[config.mk]
export PLATFORM = sky130hd
export DESIGN_NAME = mdio_mgmt_slave
export DESIGN_NICKNAME = d
export VERILOG_FILES = /design/src/rtl/mdio_pkg.sv /design/src/rtl/mdio_host_reg.sv /design/src/rtl/mdio_frame_engine.sv /design/src/rtl/mdio_phy_regfile.sv /design/src/rtl/mdio_mgmt_slave.sv
export SDC_FILE = /design/constraint.sdc
export NUM_CORES = 1
export LEC_CHECK = 0
export ABC_AREA = 1
export BUFFER_PORTS_ARGS = -buffer_cell sky130_fd_sc_hd__buf_2
export CORE_ASPECT_RATIO = 0.7
export CORE_UTILIZATION = 60
export CTS_BUF_LIST = sky130_fd_sc_hd__clkbuf_16
export DETAILED_ROUTE_END_ITERATION = 10
export PLACE_DENSITY = 0.76
export REMOVE_ABC_BUFFERS = 1
export SLEW_MARGIN = 0
export SYNTH_ARGS = -nofsm -noshare
export SYNTH_HDL_FRONTEND = slang
export SYNTH_SLANG_ARGS = --single-unit
[constraint.sdc]
create_clock -name clk -period 7.7 [get_ports clk]
set_clock_uncertainty 0.2 [all_clocks]
set_input_delay 1.54 -clock clk [delete_from_list [all_inputs] [get_ports clk]]
set_output_delay 1.54 -clock clk [all_outputs]
set_load 0.05 [all_outputs]
[src/rtl/mdio_pkg.sv]
package mdio_pkg;

    localparam int CTRL_W = 4;
    localparam int PHY_AW = 5;
    localparam int REG_AW = 5;

    localparam logic [1:0] START_CODE = 2'b01;
    localparam logic [1:0] OP_WR      = 2'b01;
    localparam logic [1:0] OP_RD      = 2'b10;
    localparam logic [1:0] TA_WR      = 2'b10;

    typedef enum logic [1:0] {
        ENG_IDLE  = 2'd0,
        ENG_WRITE = 2'd1,
        ENG_READ  = 2'd2
    } eng_state_e;

    // Host control word, bit 3 down to bit 0
    typedef struct packed {
        logic di;
        logic mck;
        logic oe;
        logic dout;
    } ctrl_t;

    // Frame header as it sits in the low bits of the shift register
    typedef struct packed {
        logic [1:0]        start;
        logic [1:0]        op;
        logic [PHY_AW-1:0] phy;
        logic [REG_AW-1:0] regad;
        logic [1:0]        ta;
    } hdr_t;

    localparam int HDR_BITS = $bits(hdr_t);

    function automatic eng_state_e classify(input hdr_t h);
        if (h.start == START_CODE && h.op == OP_WR && h.ta == TA_WR)
            return ENG_WRITE;
        if (h.start == START_CODE && h.op == OP_RD && !h.ta[0])
            return ENG_READ;
        return ENG_IDLE;
    endfunction

endpackage

[src/rtl/mdio_host_reg.sv]
module mdio_host_reg
    import mdio_pkg::*;
(
    input  logic              clk,
    input  logic              rst,
    input  logic              host_wr,
    input  logic [CTRL_W-1:0] host_wdata,
    input  logic              di_load,
    input  logic              di_val,
    output logic [CTRL_W-1:0] host_rdata,
    output logic              sample_en,
    output logic              sample_bit
);

    ctrl_t ctrl_q, ctrl_d, wr_view;
    logic  last_mck_q;

    assign wr_view = ctrl_t'(host_wdata);

    always_comb begin
        ctrl_d = ctrl_q;
        if (host_wr) begin
            ctrl_d    = wr_view;
            ctrl_d.di = ctrl_q.di;
        end
        if (di_load)
            ctrl_d.di = di_val;
    end

    assign sample_en  = host_wr && !last_mck_q && wr_view.mck;
    assign sample_bit = wr_view.dout & wr_view.oe;
    assign host_rdata = ctrl_q;

    always_ff @(posedge clk) begin
        if (rst) begin
            ctrl_q     <= '0;
            last_mck_q <= 1'b0;
        end else begin
            ctrl_q <= ctrl_d;
            if (host_wr)
                last_mck_q <= wr_view.mck;
        end
    end

    // data-in only moves when the frame engine drives it
    assert_di_readonly_R9: assert property (@(posedge clk) disable iff (rst)
        !di_load |=> (ctrl_q.di == $past(ctrl_q.di)));

    // a held-high clock bit never produces a second sample
    assert_no_double_edge_R1: assert property (@(posedge clk) disable iff (rst)
        (host_wr && wr_view.mck) |=> !(host_wr && wr_view.mck && sample_en));

endmodule

[src/rtl/mdio_frame_engine.sv]
module mdio_frame_engine
    import mdio_pkg::*;
#(
    parameter int SHIFT_W = 32,
    parameter int DATA_W  = 16
) (
    input  logic              clk,
    input  logic              rst,
    input  logic              sample_en,
    input  logic              sample_bit,
    input  logic [DATA_W-1:0] rf_rdata,
    output logic [REG_AW-1:0] rf_raddr,
    output logic              rf_we,
    output logic [REG_AW-1:0] rf_waddr,
    output logic [DATA_W-1:0] rf_wdata,
    output logic              di_load,
    output logic              di_val
);

    localparam int CNT_W = $clog2(SHIFT_W + 1);
    localparam logic [CNT_W-1:0] DECODE_AT = CNT_W'(HDR_BITS);
    localparam logic [CNT_W-1:0] REARM     = CNT_W'(SHIFT_W);

    logic [SHIFT_W-1:0] shift_q, shift_d;
    logic [CNT_W-1:0]   cnt_q, cnt_d, cnt_dec;
    eng_state_e         st_q, st_d;
    logic [REG_AW-1:0]  addr_q, addr_d;
    logic [DATA_W-1:0]  dout_q, dout_d;
    hdr_t               hdr;

    always_comb begin
        shift_d  = {shift_q[SHIFT_W-2:0], sample_bit};
        cnt_dec  = (cnt_q != '0) ? cnt_q - 1'b1 : cnt_q;
        cnt_d    = (&shift_d) ? REARM : cnt_dec;
        hdr      = hdr_t'(shift_d[HDR_BITS-1:0]);
        rf_raddr = hdr.regad;
    end

    always_comb begin
        st_d    = st_q;
        addr_d  = addr_q;
        dout_d  = dout_q;
        di_load = 1'b0;
        di_val  = 1'b0;
        rf_we   = 1'b0;
        if (sample_en) begin
            if (cnt_d == DECODE_AT) begin
                st_d = classify(hdr);
                if (st_d != ENG_IDLE)
                    addr_d = hdr.regad;
                if (st_d == ENG_READ)
                    dout_d = rf_rdata;
            end
            if (cnt_d < DECODE_AT && st_d == ENG_READ) begin
                di_load = 1'b1;
                di_val  = dout_d[DATA_W-1];
                dout_d  = dout_d << 1;
            end
            if (cnt_d == '0 && st_d != ENG_IDLE) begin
                rf_we = (st_d == ENG_WRITE);
                st_d  = ENG_IDLE;
            end
        end
    end

    assign rf_waddr = addr_q;
    assign rf_wdata = shift_d[DATA_W-1:0];

    always_ff @(posedge clk) begin
        if (rst) begin
            shift_q <= '0;
            cnt_q   <= '0;
            st_q    <= ENG_IDLE;
            addr_q  <= '0;
            dout_q  <= '0;
        end else if (sample_en) begin
            shift_q <= shift_d;
            cnt_q   <= cnt_d;
            st_q    <= st_d;
            addr_q  <= addr_d;
            dout_q  <= dout_d;
        end
    end

    // the counter never exceeds the preamble length
    assert_cnt_range_R3: assert property (@(posedge clk) disable iff (rst)
        cnt_q <= REARM);

    // an operation in progress always sits at or below the decode point
    assert_busy_window_R4: assert property (@(posedge clk) disable iff (rst)
        (st_q != ENG_IDLE) |-> (cnt_q <= DECODE_AT));

    // a commit leaves the engine idle with the frame finished
    assert_commit_end_R8: assert property (@(posedge clk) disable iff (rst)
        rf_we |=> (st_q == ENG_IDLE && cnt_q == '0));

    // without a sample the frame state holds
    assert_hold_without_edge_R1: assert property (@(posedge clk) disable iff (rst)
        !sample_en |=> ($stable(shift_q) && $stable(cnt_q)));

endmodule

[src/rtl/mdio_phy_regfile.sv]
module mdio_phy_regfile
    import mdio_pkg::*;
#(
    parameter int                DATA_W    = 16,
    parameter int                ID_HI_IDX = 2,
    parameter int                ID_LO_IDX = 3,
    parameter logic [DATA_W-1:0] ID_HI_VAL = 16'h0022,
    parameter logic [DATA_W-1:0] ID_LO_VAL = 16'h161A
) (
    input  logic              clk,
    input  logic              rst,
    input  logic [REG_AW-1:0] raddr,
    output logic [DATA_W-1:0] rdata,
    input  logic              we,
    input  logic [REG_AW-1:0] waddr,
    input  logic [DATA_W-1:0] wdata
);

    localparam int NUM_REGS = 1 << REG_AW;

    logic [DATA_W-1:0] mem [NUM_REGS];
    logic              rst_q;

    function automatic logic [DATA_W-1:0] reset_word(input int idx);
        if (idx == ID_HI_IDX) return ID_HI_VAL;
        if (idx == ID_LO_IDX) return ID_LO_VAL;
        return '0;
    endfunction

    always_ff @(posedge clk) begin
        rst_q <= rst;
        if (rst) begin
            for (int i = 0; i < NUM_REGS; i++)
                mem[i] <= reset_word(i);
        end else if (we) begin
            mem[waddr] <= wdata;
        end
    end

    assign rdata = mem[raddr];

    // identifier words hold their reset values right after reset
    assert_id_load_R10: assert property (@(posedge clk) disable iff (rst)
        (rst_q && !rst) |-> (mem[ID_HI_IDX] == ID_HI_VAL && mem[ID_LO_IDX] == ID_LO_VAL));

endmodule

[src/rtl/mdio_mgmt_slave.sv]
module mdio_mgmt_slave
    import mdio_pkg::*;
#(
    parameter int                SHIFT_W   = 32,
    parameter int                DATA_W    = 16,
    parameter logic [DATA_W-1:0] ID_HI_VAL = 16'h0022,
    parameter logic [DATA_W-1:0] ID_LO_VAL = 16'h161A
) (
    input  logic              clk,
    input  logic              rst,
    input  logic              host_wr,
    input  logic [CTRL_W-1:0] host_wdata,
    output logic [CTRL_W-1:0] host_rdata
);

    logic              sample_en, sample_bit, di_load, di_val, rf_we;
    logic [REG_AW-1:0] rf_raddr, rf_waddr;
    logic [DATA_W-1:0] rf_rdata, rf_wdata;

    mdio_host_reg u_host (
        .clk        (clk),
        .rst        (rst),
        .host_wr    (host_wr),
        .host_wdata (host_wdata),
        .di_load    (di_load),
        .di_val     (di_val),
        .host_rdata (host_rdata),
        .sample_en  (sample_en),
        .sample_bit (sample_bit)
    );

    mdio_frame_engine #(
        .SHIFT_W (SHIFT_W),
        .DATA_W  (DATA_W)
    ) u_engine (
        .clk        (clk),
        .rst        (rst),
        .sample_en  (sample_en),
        .sample_bit (sample_bit),
        .rf_rdata   (rf_rdata),
        .rf_raddr   (rf_raddr),
        .rf_we      (rf_we),
        .rf_waddr   (rf_waddr),
        .rf_wdata   (rf_wdata),
        .di_load    (di_load),
        .di_val     (di_val)
    );

    mdio_phy_regfile #(
        .DATA_W    (DATA_W),
        .ID_HI_VAL (ID_HI_VAL),
        .ID_LO_VAL (ID_LO_VAL)
    ) u_regs (
        .clk   (clk),
        .rst   (rst),
        .raddr (rf_raddr),
        .rdata (rf_rdata),
        .we    (rf_we),
        .waddr (rf_waddr),
        .wdata (rf_wdata)
    );

endmodule

== Word level (Yosys, flattened, before mapping) ==
Memory sizes are Yosys's and may differ from the RTL's. A register that Yosys moved wholly into a read port is not among the register bits.
Cells that the tools add are included.

* Add/sub/neg operators: 1
* Order comparisons: 1
* Equal/unequal tests: 8
* Mux-type cells: 43
* Bitwise operators: 1
* Reduce and logical (&&, ||, !) cells: 17

{| class="wikitable"
|+ Operators by type and width
! cell !! number
|-
| 16-bit two-way mux || 6
|-
| 32-bit AND reduction || 1
|-
| 1-bit two-way mux || 21
|-
| 2-bit two-way mux || 9
|-
| 6-bit two-way mux || 3
|-
| 16-bit OR reduction || 1
|-
| 5-bit two-way mux || 3
|-
| 13-bit two-way mux || 1
|-
| 2-bit == test (second input constant) || 4
|-
| 1-bit logical AND || 8
|-
| 2-bit by 1-bit == test with 1-bit output (second input constant) || 3
|-
| 6-bit by 5-bit == test with 1-bit output (second input constant) || 1
|-
| 6-bit logical NOT || 1
|-
| 6-bit by 5-bit < comparator with 1-bit output (second input constant) || 1
|-
| 6-bit nonzero test || 1
|-
| 6-bit by 1-bit subtractor with 6-bit output (second input constant) || 1
|-
| 2-bit nonzero test || 2
|-
| 3-bit AND reduction || 1
|-
| 1-bit logical NOT || 2
|-
| 1-bit AND || 1
|}

* Bits in registers: 64
* Bits in writable memories: 512
* Bits of input ports: 7
* Output and inout bits: 4
* Logic and storage cells: 81
* Memories kept: 1

{| class="wikitable"
|+ Memories
! name !! words !! bits a word !! read ports !! clocked after Yosys merged registers in !! wr ports !! RTL line !! text
|-
| u_regs.mem || 32 || 16 || 1 || 1 || 32 || mdio_phy_regfile.sv:21 || <nowiki>logic [DATA_W-1:0] mem [NUM_REGS];</nowiki>
|}

== Logic depth before layout (Yosys ltp) ==
Gate-level depths: netlist (run 1).

* Depth after elaboration: 24
* Mapped depth: 17
* Mapped depth without buffers: 16

== Hierarchy ==
From an unflattened synthesis (run 1), not the netlist that was laid out.

* Cell total of the unflattened synthesis: 2,927
* Area total of the unflattened synthesis: 26,660.6 um^2

{| class="wikitable"
|+ By module, submodules not included
! module !! instances !! cells an instance !! area an instance (um^2) !! sequential area each (um^2)
|-
| mdio_phy_regfile || 1 || 2,425 || 23,282.3 || 15,374.7
|-
| mdio_frame_engine || 1 || 479 || 3,214.3 || 1,201.2
|-
| mdio_host_reg || 1 || 23 || 163.9 || 80.1
|}

== Worst setup path before layout (run 1) ==
No wires, ideal clock.

* Path kind: in2reg
* From: input port host_wdata[0]
* To: memory u_regs.mem[10][0] (enable)
* Setup time: 372 ps
* Arrival time: 3,626 ps
* Required time: 7,128 ps
* Path slack: 3,503 ps
* Stages on the path: 16
* Path buffers: 2
* Cell sequence: nand3_1 > nor2_1 > nand2_1 > nor2_1 > nand2_2 > nand2_1 > nand3_1 > nor2_2 > nand3_1 > nor2_2 > nand2_2 > nor2_4 > buf_12 > nand3_4 > buf_2 > nand2_1

{| class="wikitable"
|+ RTL lines
! element !! RTL line !! text
|-
| from (decl) || mdio_mgmt_slave.sv:12 || <nowiki>input logic [CTRL_W-1:0] host_wdata,</nowiki>
|-
| to (decl) || mdio_phy_regfile.sv:21 ||
|}

==> results of run 1 <==
## power breakdown
group | total, uW | internal, uW | switching, uW
Clock | 2840 | 1660 | 1180
Sequential | 3580 | 3530 | 51.9
Combinational | 603 | 137 | 466
## layout by cell type, fill, tap and decap left out, types with 10 or more instances in the layout
master,instances
nand2_1,191
o21ai_0,308
dfxtp_1,66
o211ai_1,82
clkbuf_16,55
o221ai_1,32
clkinv_1,19
inv_2,10
inv_1,50
buf_4,32
bufinv_16,11
edfxtp_1,512
nor2_1,952
a21oi_1,38
nand3_1,119
## final cells by class
| type | instances | area, um^2 |
|---|---|---|
| timing repair buffer | 41 | 285 |
| tap | 552 | 691 |
| inverter | 56 | 215 |
| clock buffer | 55 | 1380 |
| multi-input combinational | 1788 | 8150 |
| fill | 3214 | 14500 |
| clock inverter | 45 | 482 |
| sequential | 581 | 16800 |
## state kept, by name (all words and copies together), names as in the netlist, named ones only
name,count
u_regs.mem,512
u_engine.shift_q,31
u_engine.dout_q,16
u_engine.cnt_q,6
u_engine.rf_waddr,5
u_host.host_rdata,4
u_engine.st_q,2
## synth_stat cells (all sizes together)
library cell,number
and2,4
nand4,14
nand3,133
buf,49
dfxtp,69
a21oi,38
nor3,2
edfxtp,512
xor2,1
o21a,1
inv,51
nor4,2
o22ai,4
o211ai,82
clkinv,5
o21ai,311
a21o,1
nor2,960
ha,2
clkbuf,163
a211oi,7
o221ai,32
nand2,194
## critical path, cell delays in order
cell	delay, ns
buf_2	0.10
nand3_1	0.13
nor2_1	0.12
nand2_1	0.06
nor2_1	0.13
nand2_2	0.18
nand2_1	0.17
nand3_1	0.12
nor2_2	0.15
nand3_1	0.11
nor2_2	0.13
nand2_2	0.16
nor2_4	0.59
nand3_1	0.70
nand2_1	0.85
## per-stage QoR
stage | setup slack, ns | utilization (%) | setup TNS, ns | hold slack, ns | instances
after floorplan | -3.04 | - | -50.34 | 0.239 | 2425
after CTS | 2.49 | 65.8 | 0 | 0.270 | 3118
after detailed placement | 1.89 | 61.4 | 0 | 0.260 | 3018
after global placement | 1.96 | 61.4 | 0 | 0.254 | 3018
final | 2.47 | 65.8 | 0 | 0.270 | 3118
after global routing | 2.24 | 65.8 | 0 | 0.300 | 3118
## how the worst min path moves through the flow
stage                             startpoint                 end  cells after the start
after floorplan           u_engine.dout_q[0]  u_engine.dout_q[0]                      2
after global placement    u_engine.dout_q[0]  u_engine.dout_q[0]                      2
after detailed placement  u_engine.dout_q[0]  u_engine.dout_q[0]                      2
after CTS                 u_engine.dout_q[0]  u_engine.dout_q[0]                      2
after global routing      u_engine.dout_q[0]  u_engine.dout_q[0]                      2
final                     u_engine.dout_q[0]  u_engine.dout_q[0]                      2
## logic make-up (layout without fill, tap and decap cells)
kind of cell             Yosys count  in the layout  share of synthesized area, %
AO/OA/AOI/OAI                    476            476                          10.6
XOR/XNOR                           1              1                        0.0337
adder cells (fa/ha/maj)            2              2                        0.0963
buffers and inverters            268            197                          4.15
flip-flops                       581            581                          64.5
AND/OR/NAND/NOR                 1309           1309                          20.6
## per-layer routing
| layer | global-route usage, % | vias to the layer above | routed length [um] |
|---|---|---|---|
| li1 | - | 8819 | - |
| met1 | 44.9 | 9527 | 28300 |
| met2 | 48.1 | 1172 | 31400 |
| met3 | 10.6 | 142 | 9780 |
| met4 | 10.3 | 4 | 2030 |
| met5 | 0 | - | 25 |
==> impl_metrics.toml, run 1 <==
[floorplan]
coreArea_um2 = 42500
die_h_um = 176
die_x_um = 251
io_pins = 11
start_util_pct = 61.1
rows = 63
dieArea_um2 = 44100

[clock_network]
insertion_delay_ns = 0.60
cts_tree = "done"
ctsResizeCount = 0
cts_hold_buffers = 0
cts.clk_slew.worst_paths_ns = 0.06
htree_levels = 2
cts_buffer_depth = 3
numCtsBuffers = 53
cts.sinks = 581
cts_setup_buffers = 0
root_buffer = "clkbuf_16"

[setup_path]
endpoint_kind = "register"
cp_max_fo = 16
r2r_cells = 15
r2r-start = "u_engine.cnt_q[0]"
critPathCapture = "u_regs.mem[2][4]"
crit_start = "host_wdata[0]"
cp.arrival_ns = 5.25
start_kind = "input port"
r2r_slack_ns = 2.99
timing.rr.end = "u_regs.mem[2][4]"
critPathKind = "input port to register"
worst_ep_required_time_ns = 7.72

[layout]
nets = 2530
antenna_cells = 0
final_area_um2 = 28000
area_growth_pct = 7.65
final_layout_size_suffix_gt1_share_pct = 6.47

[global_route]
gr-total-overflow = 0
grt_pass1_wl_um = 107000
antenna_found_initial = 2
grt_pass1_vias = 18300
gr-usage-all-layers_pct = 32.2
grt_max_degree = 155

[sta]
hold_viol_final = 0
fmax_ghz = 0.191
rsz0062_at_grt = "no"
timing.final.crit_share_pct = 67.9
worstMarginPinSlew_ns = 1.24
setup_viol = 0
period_needed_ns = 5.23
slew_headroom_pct = 17.4
slew_violations = 0

[routing]
routed_wl_um = 71600
dr.pass1.iters = 8
first_iter_violations = 2631
vias = 19700
drt-wirelength-per-cell_um = 23.0
antenna_left = 0
drcViolationCount = 0
vias_per_cell = 6.31

[synth]
syn_area_um2 = 26000
yosysSeqAreaShare_pct = 64.5
synth_area_leaders = "edfxtp_1 59%, nor2_1 14%, o21ai_0 5.9%"
synth_top_cell_area_share_pct = 59.2
synthCells = 2637
yosysWarningCount = 0
synth_top_cell_by_area = "edfxtp_1"
synthDistinctLibCells = 38
synth_seq_cells = 581
syn_area_per_cell_um2 = 9.85

[run]
maxCapViolCount = 0

[pwr]
power.density_nw_per_um2 = 251
power.total_uw = 7020
power.leakage_uw = 0.00982
max-vdd-ir-drop_mv = 0.199

[placed_design]
place.gp.congestion = 1.03
post-dp-hpwl_um = 42100
dpl-instance-area_um2 = 26100
io_buffers = 9

[hold_path]
hold_class = "register to register"

[status]
status = "finished clean"
Note: power is estimated with default switching activity, not from simulation.
==> run 2, diff against run 1 <==
==> constraint.sdc (replaced) <==
create_clock -name clk -period 5.1 [get_ports clk]
set_clock_uncertainty 0.2 [all_clocks]
set_input_delay 1.02 -clock clk [delete_from_list [all_inputs] [get_ports clk]]
set_output_delay 1.02 -clock clk [all_outputs]
set_load 0.05 [all_outputs]
==> run 2 against run 1 <==
  * Global-route usage is 0.13 points higher
  * Total power is 43% higher
  * Non-clock buffer count is 48 higher
  * Largest power group unchanged
  * Design area is 0.31% higher
==> impl_metrics.toml, run 2 (synthesis gave the netlist of run 1 again) <==
[status]
status = "finished clean"

[sta]
period_needed_ns = 3.98
worstMarginPinSlew_ns = 1.26
hold_viol_final = 0
slew_violations = 0
setup_viol = 0
tns_ns = 0
fmax_ghz = 0.251
rsz0062_at_grt = "no"
slew_headroom_pct = 15.8
timing.final.crit_share_pct = 78.1

[clock_network]
cts_buffer_depth = 3
root_buffer = "clkbuf_16"
cts.sinks = 581
cts_setup_buffers = 0
ctsResizeCount = 0
cts.clk_slew.worst_paths_ns = 0.07
cts_hold_buffers = 0
htree_levels = 2
insertion_delay_ns = 0.60
numCtsBuffers = 53
cts_tree = "done"

[routing]
wl_met2_um = 31400
vias_per_cell = 6.29
routed_wl_um = 71400
topRoutingLayerUsed = "met5"
drcViolationCount = 0
dr_wl_met3_um = 9510
antenna_left = 0
vias = 19800
first_iter_violations = 3032
dr.pass1.iters = 9
wl_met1_um = 28300
drt-wirelength-per-cell_um = 22.6

[layout]
largest_reg_flops = 512
top_regs = "u_regs.mem (512), u_engine.shift_q (31), u_engine.dout_q (16)"
nFillCells = 3201
top_register = "u_regs.mem"
post-route-util_pct = 66.0
nets = 2578
antenna_cells = 0
layout_commonest_cell = "nor2_1"
final_layout_size_suffix_gt1_share_pct = 7.83
layout_common_cells = "952 x nor2_1, 512 x edfxtp_1, 308 x o21ai_0"
area_growth_pct = 7.98
instances_no_fill = 3157

[setup_path]
path_depth = 16
start_kind = "register"
cp_max_fo = 17
worstPathCellList = "inv_1 -> ha_1 -> nand3_2 -> nand2_1 -> nor2_1 -> nand2_1 -> nor2_2 -> nand3_2 -> nand2_1 -> nand2_1 -> nor2_2 -> nand2_2 -> nor2_1 -> nand2_1 -> buf_4 -> nand2_1"
cp_common_cell = "nand2_1"
worst_path_max_delay_cell = "nand2_1"
worst_ep_required_time_ns = 5.11
r2r_cells = 16
endpoint_kind = "register"
critPathTopFamily = "simple AND/OR/NAND/NOR gates"
critPathKind = "register to register"
cp_num_buf_inv = 2
cp.arrival_ns = 3.99
cp_slowest_stage_delay_ns = 0.60

[placed_design]
post-dp-hpwl_um = 42600
place.gp.congestion = 0.998
dp_cells = 3066
io_buffers = 9

[global_route]
gr-usage-all-layers_pct = 32.4
grt_pass1_vias = 18300
antenna_found_initial = 2
grt_max_degree = 184
gr-total-overflow = 0
grt_pass1_wl_um = 107000

[pwr]
max-vdd-ir-drop_mv = 0.293
power.leakage_uw = 0.00994
power.density_nw_per_um2 = 358

[floorplan]
dieArea_um2 = 44100
die_x_um = 251
rows = 63
die_h_um = 176
start_util_pct = 61.1
coreArea_um2 = 42500
io_pins = 11

[run]
maxCapViolCount = 0

[hold_path]
hold_class = "register to register"
hold_depth = 2
## run 2: path summary, 6_finish.rpt
check                                         from            endpoint  slack, ns
worst max-delay path             u_engine.cnt_q[0]  u_regs.mem[29][15]       1.12
worst min-delay path            u_engine.dout_q[0]  u_engine.dout_q[0]       0.27
worst max register to register   u_engine.cnt_q[0]  u_regs.mem[29][15]       1.12
worst min register to register  u_engine.dout_q[0]  u_engine.dout_q[0]       0.27
## run 2: where the power goes
part / switching, uW / leakage, uW / internal (uW)
combinational: 732 / 0.00328 / 218
sequential: 67.4 / 0.00582 / 5320
clock: 1730 / 0.000834 / 1970
total: 2520 / 0.00994 / 7510
## run 2: area by class of cell
| type | count | area, um^2 | share of cell area, % |
|---|---|---|---|
| flip-flops and latches | 581 | 16800 | 59.8 |
| inverters | 56 | 215 | 0.767 |
| well taps | 552 | 691 | 2.46 |
| clock inverters | 38 | 220 | 0.785 |
| multi-input cells | 1788 | 8150 | 29.0 |
| repair buffers | 89 | 683 | 2.44 |
| clock buffers | 53 | 1330 | 4.73 |
## run 2: layer usage
metal | vias to the layer above | track usage (%)
li1 | 8899 | -
met3 | 152 | 6.75
met2 | 1300 | 48.8
met1 | 9487 | 47.3
met5 | - | 0
met4 | 4 | 10.1
## run 2: worst min-delay path: cells and delay by family, from the launching register on
family	cells	cell delay, ns
flip-flops	1	0.31
AND/OR/NAND/NOR	1	0.06
AO/OA/AOI/OAI	1	0.05
## run 2: through the flow
stage	area, um^2	hold slack, ns	power [uW]	setup slack (ns)
after floorplan	25100	0.239	6040	-5.64
after global placement	26500	0.252	6370	0.729
final	28000	0.267	10000	1.12
after detailed placement	26500	0.255	6410	0.710
after CTS	28000	0.265	10000	1.22
after global routing	28000	0.286	10300	0.958
